[src/rtl/spa_pkg.sv]
package spa_pkg;
  typedef enum logic {
    SPA_OP_READ  = 1'b0,
    SPA_OP_WRITE = 1'b1
  } spa_op_e;

  function automatic spa_op_e spa_decode(input logic wr);
    return wr ? SPA_OP_WRITE : SPA_OP_READ;
  endfunction
endpackage

[src/rtl/spa_resp_fifo.sv]
module spa_resp_fifo #(
  parameter int DW    = 32,
  parameter int DEPTH = 4,
  localparam int PW   = (DEPTH > 1) ? $clog2(DEPTH) : 1,
  localparam int LW   = $clog2(DEPTH + 1)
) (
  input  logic          clk,
  input  logic          rst_n,
  input  logic          push,
  input  logic [DW-1:0] push_data,
  input  logic          pop,
  output logic [LW-1:0] level,
  output logic [DW-1:0] head
);
  logic [DW-1:0] slots [DEPTH];
  logic [PW-1:0] wr_ptr, rd_ptr;
  logic [LW-1:0] level_q;

  function automatic logic [PW-1:0] bump(input logic [PW-1:0] p);
    return (p == PW'(DEPTH - 1)) ? '0 : p + PW'(1);
  endfunction

  always_ff @(posedge clk) begin
    if (push) slots[wr_ptr] <= push_data;
  end

  always_ff @(posedge clk) begin
    if (!rst_n) begin
      wr_ptr  <= '0;
      rd_ptr  <= '0;
      level_q <= '0;
    end else begin
      if (push) wr_ptr <= bump(wr_ptr);
      if (pop)  rd_ptr <= bump(rd_ptr);
      case ({push, pop})
        2'b10:   level_q <= level_q + LW'(1);
        2'b01:   level_q <= level_q - LW'(1);
        default: level_q <= level_q;
      endcase
    end
  end

  assign level = level_q;
  assign head  = slots[rd_ptr];
endmodule

[src/rtl/spa_req_stage.sv]
module spa_req_stage
  import spa_pkg::*;
#(
  parameter int AW    = 8,
  parameter int DW    = 32,
  parameter int DEPTH = 4,
  localparam int LW   = $clog2(DEPTH + 1)
) (
  input  logic          clk,
  input  logic          rst_n,
  input  logic          req_valid,
  input  logic          req_write,
  input  logic [AW-1:0] req_addr,
  input  logic [DW-1:0] req_wdata,
  input  logic [LW-1:0] fifo_level,
  output logic          req_ready,
  output logic          tgt_en,
  output logic          tgt_we,
  output logic [AW-1:0] tgt_addr,
  output logic [DW-1:0] tgt_wdata,
  output logic          cap_en
);
  logic    live_q;
  logic    pend_q;
  logic    take;
  spa_op_e op;
  logic [LW:0] reserve;

  assign op      = spa_decode(req_write);
  assign reserve = {1'b0, fifo_level} + (LW+1)'(pend_q);
  assign req_ready = rst_n && live_q && (reserve < (LW+1)'(DEPTH));
  assign take    = req_valid && req_ready;

  always_ff @(posedge clk) begin
    if (!rst_n) begin
      live_q <= 1'b0;
      pend_q <= 1'b0;
    end else begin
      live_q <= 1'b1;
      pend_q <= take && (op == SPA_OP_READ);
    end
  end

  assign tgt_en    = take;
  assign tgt_we    = take && (op == SPA_OP_WRITE);
  assign tgt_addr  = req_addr;
  assign tgt_wdata = req_wdata;
  assign cap_en    = pend_q;
endmodule

[src/rtl/split_port_adapter.sv]
module split_port_adapter #(
  parameter int AW    = 8,
  parameter int DW    = 32,
  parameter int DEPTH = 4,
  localparam int LW   = $clog2(DEPTH + 1)
) (
  input  logic          clk,
  input  logic          rst_n,
  input  logic          req_valid,
  output logic          req_ready,
  input  logic          req_write,
  input  logic [AW-1:0] req_addr,
  input  logic [DW-1:0] req_wdata,
  output logic          rsp_valid,
  input  logic          rsp_ready,
  output logic [DW-1:0] rsp_rdata,
  output logic          tgt_en,
  output logic          tgt_we,
  output logic [AW-1:0] tgt_addr,
  output logic [DW-1:0] tgt_wdata,
  input  logic [DW-1:0] tgt_rdata
);
  logic [LW-1:0] level;
  logic          cap_en;
  logic          pop;

  assign rsp_valid = rst_n && (level != '0);
  assign pop       = rsp_valid && rsp_ready;

  spa_req_stage #(.AW(AW), .DW(DW), .DEPTH(DEPTH)) u_req (
    .clk(clk), .rst_n(rst_n),
    .req_valid(req_valid), .req_write(req_write),
    .req_addr(req_addr), .req_wdata(req_wdata),
    .fifo_level(level), .req_ready(req_ready),
    .tgt_en(tgt_en), .tgt_we(tgt_we), .tgt_addr(tgt_addr),
    .tgt_wdata(tgt_wdata), .cap_en(cap_en)
  );

  spa_resp_fifo #(.DW(DW), .DEPTH(DEPTH)) u_fifo (
    .clk(clk), .rst_n(rst_n),
    .push(cap_en), .push_data(tgt_rdata),
    .pop(pop), .level(level), .head(rsp_rdata)
  );
endmodule

[config.mk]
export PLATFORM = sky130hd
export DESIGN_NAME = split_port_adapter
export DESIGN_NICKNAME = d
export VERILOG_FILES = /design/src/rtl/spa_pkg.sv /design/src/rtl/spa_resp_fifo.sv /design/src/rtl/spa_req_stage.sv /design/src/rtl/split_port_adapter.sv
export SDC_FILE = /design/constraint.sdc
export NUM_CORES = 1
export LEC_CHECK = 0
export CELL_PAD_IN_SITES_DETAIL_PLACEMENT = 0
export CELL_PAD_IN_SITES_GLOBAL_PLACEMENT = 1
export CORE_MARGIN = 2
export CORE_UTILIZATION = 40
export CTS_CLUSTER_DIAMETER = 100
export DETAILED_ROUTE_END_ITERATION = 12
export GPL_TIMING_DRIVEN = 0
export PLACE_DENSITY = 0.88
export SLEW_MARGIN = 20
export SYNTH_ARGS = -nofsm -noshare
export SYNTH_HDL_FRONTEND = slang
export SYNTH_HIERARCHICAL = 1
export SYNTH_SLANG_ARGS = --single-unit
export TNS_END_PERCENT = 100
[constraint.sdc]
create_clock -name clk -period 2.9 [get_ports clk]
set_clock_uncertainty 0.15 [all_clocks]
set_input_delay 0.87 -clock clk [delete_from_list [all_inputs] [get_ports clk]]
set_output_delay 0.87 -clock clk [all_outputs]
set_load 0.05 [all_outputs]
# Word level (Yosys, flattened, before mapping)
# Memory sizes are Yosys's and may differ from the RTL's. A register that Yosys moved wholly into a read port is not among the register bits.
# Cells that the tools add are included.
# classes
add_sub_neg,5
mul,0
div_mod_pow,0
magnitude_cmp,1
n_eq_ne,4
shifts,0
mux,9
bitwise,1
reduce_logical,9
# op_table
operator,count
2-bit 2-to-1 mux,4
1-bit logical AND,7
2-bit == test (second input constant),3
3-bit case mux with 2 select lines,1
2-bit by 1-bit adder with 2-bit output (second input constant),2
3-bit by 1-bit adder with 4-bit output,1
4-bit by 3-bit < comparator with 1-bit output (second input constant),1
1-bit 2-to-1 mux,4
3-bit by 1-bit adder with 3-bit output (second input constant),1
3-bit nonzero test,1
3-bit by 1-bit subtractor with 3-bit output (second input constant),1
2-bit by 1-bit == test with 1-bit output (second input constant),1
2-bit nonzero test,1
1-bit NOT,1
# totals
reg_bits,9
latch_bits,0
mem_bits_rw,128
rom_bits,0
input_bits,77
output_inout_bits,76
elab_cells,35
memories,1
# mem_list
memory,words,word_bits,rd,rd_ports_with_merged_regs,wr,line,text
u_fifo.slots,4,32,1,1,1,spa_resp_fifo.sv:15,logic [DW-1:0] slots [DEPTH];

# Depth between registers and ports, before layout
# logic_depth
word_depth,5
ltp_mapped,6
ltp_nobuf,6

# Hierarchy
# The synthesis kept the hierarchy.
# by_module_without_submodules
module,n_inst,cells_per_inst,area_per_inst_um2,seq_area_each_um2
spa_resp_fifo,1,208,5101.1,4023.9
spa_req_stage,1,49,410.4,40.0
split_port_adapter,1,2,20.0,0.0

# Worst setup path after synthesis
# No wires, ideal clock.
# synth_timing
kind,input to output
from,input rst_n
to,output tgt_we
arrival_ps,2144
required_time_ps,1880
setup_slack_ps,-264
stages,2
path_buffers,0
cell_sequence,nand4b_4 > nor3b_1
# synth_via
elab_chain_cells,4
# synth_rtl
element,line,text
from (decl),split_port_adapter.sv:8,"input logic rst_n,"
1-bit logical AND (2 in a row),spa_req_stage.sv:31,assign req_ready = rst_n && live_q && (reserve < (LW+1)'(DEPTH));
1-bit logical AND,spa_req_stage.sv:32,assign take = req_valid && req_ready;
1-bit logical AND,spa_req_stage.sv:45,assign tgt_we = take && (op == SPA_OP_WRITE);
to (decl),split_port_adapter.sv:18,"output logic tgt_we,"
# No other way between the ends.

==> out/results.tsv <==
stage	metric	value	unit
global_route	GRT Overall Usage	14.6	%
setup_path	WP depth	3	
clocking	H-tree levels	4	
status	status	completed	
synth	biggest area consumer among synthesized cells	edfxtp_1	
clocking	clock latency on the worst-skew pair	0.40	ns
sta	fmax	355	MHz
global_route	first-pass GRT wire length	15500	um
finish	ANT cells	0	
detailed_routing	drt wl/cell	17.4	um
setup_path	CP startpoint kind	flop	
detailed_routing	drt drc	0	
finish	NumNets Final	478	
floorplanning	Die H	122	um
setup_path	crit-path max cell delay	0.56	ns
synth	Synth Area in XOR/XNOR	0.317	%
job	# Max-Cap Violations	0	
clocking	Post-CTS Setup Bufs	0	
synth	Post-Synth Adder-Cell Area	1.72	%
power_and_ir_drop	Cell Pwr Density	613	nW/um^2
synth	Synth Warn #	6	
sta	Worst Tran Pin Value	0.519	ns
synth	post-synthesis mux area share	13.7	%
sta	headroom to the max-slew limit	65.3	%
global_route	antenna violations before repair	0	
placement	post-DP HPWL	6570	um
synth	most common cell in the netlist	edfxtp_1	
detailed_routing	vias per cell	4.77	
floorplanning	Die Width	122	um
synth	Synth Area per Inst	21.4	sq um
floorplanning	die area	14800	sq um
synth	EDFF count, synth	128	
global_route	largest net degree at the start of global routing	25	
finish	area growth from synthesis to layout	33.1	%
sta	final period utilization	97.0	%
detailed_routing	1st-iter DRT viols	266	
floorplanning	cell row count	42	
detailed_routing	antenna-violating nets left	0	
setup_path	Data arrival, critical path	1.79	ns
placement	placed cell area	6970	sq um
setup_path	kind of cell adding the most delay to the critical path	multiplexers	
sta	min cycle time layout	2.81	ns
hold_path	worst hold stages	2	
setup_path	Crit path buffers/inverters	2	
clocking	CTS Buf Count	17	
sta	fin. max-slew vios	0	
finish	Final Cell Area	7360	sq um
synth	ys flop type	edfxtp_1	
detailed_routing	total wire length	10100	um
detailed_routing	drt pass-1 iters	4	
setup_path	Cell Chain, Critical Path	buf_6 -> mux4_1 -> clkdlybuf4s15_2	
synth	Synth area leaders	edfxtp_1 (69%), mux4_2 (12%), buf_4 (5.4%), dfxtp_1 (4.0%), ha_1 (1.4%)	
power_and_ir_drop	maximum vdd ir drop	0.331	mV
setup_path	required time of the worst setup path	1.88	ns
synth	Synth top area share	69.5	%
synth	Async SR Flop Fraction	0	%
detailed_routing	Vias	2775	
setup_path	Crit Path Max Fanout	5	
global_route	vias in the first global route	3020	
synth	Syn Nets	343	
sta	setup TNS	0	ns
floorplanning	core box area	13300	sq um
sta	RSZ-0062 raised after global routing	no	
clocking	hold_buf cts	0	
clocking	CTS tree	done	
finish	layout cell share with drive strength beyond 1	37.7	%
setup_path	Setup crit end kind	output pin	
synth	Compound-Gate Fraction of Synth Area	0.814	%
placement	RD Place Congestion	0.664	
clocking	CTS max path bufs	2	
global_route	Congestion Overflow GR	0	
synth	Seq/Total Area, Yosys	73.5	%
power_and_ir_drop	leakage power	2.57	nW
synth	synth cell count leaders	edfxtp_1 (128), buf_4 (40), mux4_2 (30)	
floorplanning	I/O pin cnt	153	
clocking	clock slew at reported path FFs	0.05	ns
setup_path	critical setup path kind	flop to output pin	
synth	main combinational cell family by area after synthesis	multiplexers	
synth	Yosys reg bits	139	
synth	cell count after synthesis	259	
sta	Fin. Hold Viols	0	
clocking	Clock Sinks	139	
placement	Port Buf Inserts	112	
setup_path	slowest CP cell	mux4_1	
clocking	root buffer cell	clkbuf_16	
synth	Mapped Area	5530	sq um
floorplanning	Initial Util	41.4	%
sta	number of setup violations in the final report	0	
synth	Simple-Gate Fraction of Synth Area	2.78	%
hold_path	hold crit path type	flop to flop	
synth	Cell variety after synth	29	
setup_path	cell depth of the worst flop-to-flop path	6	
-- sequential cells by signal, indices dropped and copies added, names as in the netlist, named ones only --
name           cells
u_req/live_q       1
u_fifo/wr_ptr      2
u_fifo/level       3
u_fifo/slots     128
u_req/cap_en       1
u_fifo/rd_ptr      2
-- cell usage in the layout (no fill, tap or decap), types with 2 or more instances in the layout --
cell | Yosys | layout
mux4_2 | 30 | 30
xnor2_1 | 2 | 2
buf_4 | 40 | 41
mux2i_1 | 3 | 3
nor2b_1 | 5 | 5
edfxtp_1 | 128 | 128
inv_1 | 3 | 3
mux4_1 | 2 | 2
and2_2 | 0 | 4
ha_1 | 6 | 6
dfxtp_1 | 11 | 11
clkinv_2 | 0 | 6
clkdlybuf4s50_1 | 0 | 74
buf_12 | 3 | 7
clkbuf_16 | 0 | 17
clkinv_1 | 0 | 5
buf_6 | 1 | 2
bufinv_16 | 0 | 2
buf_2 | 3 | 34
nor3b_1 | 3 | 2
clkdlybuf4s15_2 | 0 | 4
-- final cells by class --
type	instances	area (sq um)
plain buffers	47	387
clock buffers	18	429
clock inverters	13	109
fillers	1081	5980
inverters	3	11.3
multi-input cells	70	1090
flip-flops and latches	139	4060
well taps	176	220
repair buffers	116	1050
-- logic make-up (layout without fill, tap and decap cells) --
kind of cell	after synthesis	count (layout)
compound gates	6	6
simple gates	20	20
mux	35	35
fa+ha+maj	7	7
flops	139	139
xor+xnor	2	2
buf+inv	50	197
-- what timing repair did --
item                                   CTS  global route
cloned                                   0             0
pin swaps                                0             1
setup endpoints to repair               36             3
endpoints found under the hold margin    0             0
gates resized for setup                178             4
-- worst register-to-register path, stage by stage, from the launching register on --
cell and delay, ns:
dfxtp_1 0.36, o311a_1 0.46, ha_1 0.27, fa_1 0.38, xnor2_1 0.14, or3_1 0.31, a21boi_0 0.21
-- routing by layer --
layer  part of all wire, %  vias to the layer above  track usage (%)
li1                      -                     1268                -
met1                    42                     1376             17.4
met2                    51                      118             24.8
met3                   6.2                       13             4.96
met4                   1.0                        0             5.17
met5                     0                        -                0
-- path summary, 6_finish.rpt --
check	endpoint	slack, ns	start
hold / removal	u_req/cap_en	0.41	u_req/live_q
setup / recovery	rsp_rdata[20]	0.09	flop
hold reg to reg	u_req/cap_en	0.41	u_req/live_q
setup reg to reg	u_fifo/level[2]	0.53	u_fifo/level[1]
-- metrics by stage --
step,hold WS (ns),total power [mW],instances,worst slack (ns),utilization [%]
after detailed placement,0.385,2.60,551,-0.926,52.2
after global routing,0.428,4.66,582,0.00873,55.2
final,0.406,4.52,582,0.0862,55.2
after CTS,0.393,4.56,582,-0.0263,55.1
after global placement,0.372,2.60,547,-0.881,51.6
after floorplan,0.361,2.46,259,0.227,-
-- report_power, final --
group	switching, mW	internal (mW)	total [mW]
clock	0.730	1.23	1.96
combinational	0.201	0.152	0.353
sequential	0.00423	2.20	2.20
(Power assumes the default switching activity.)
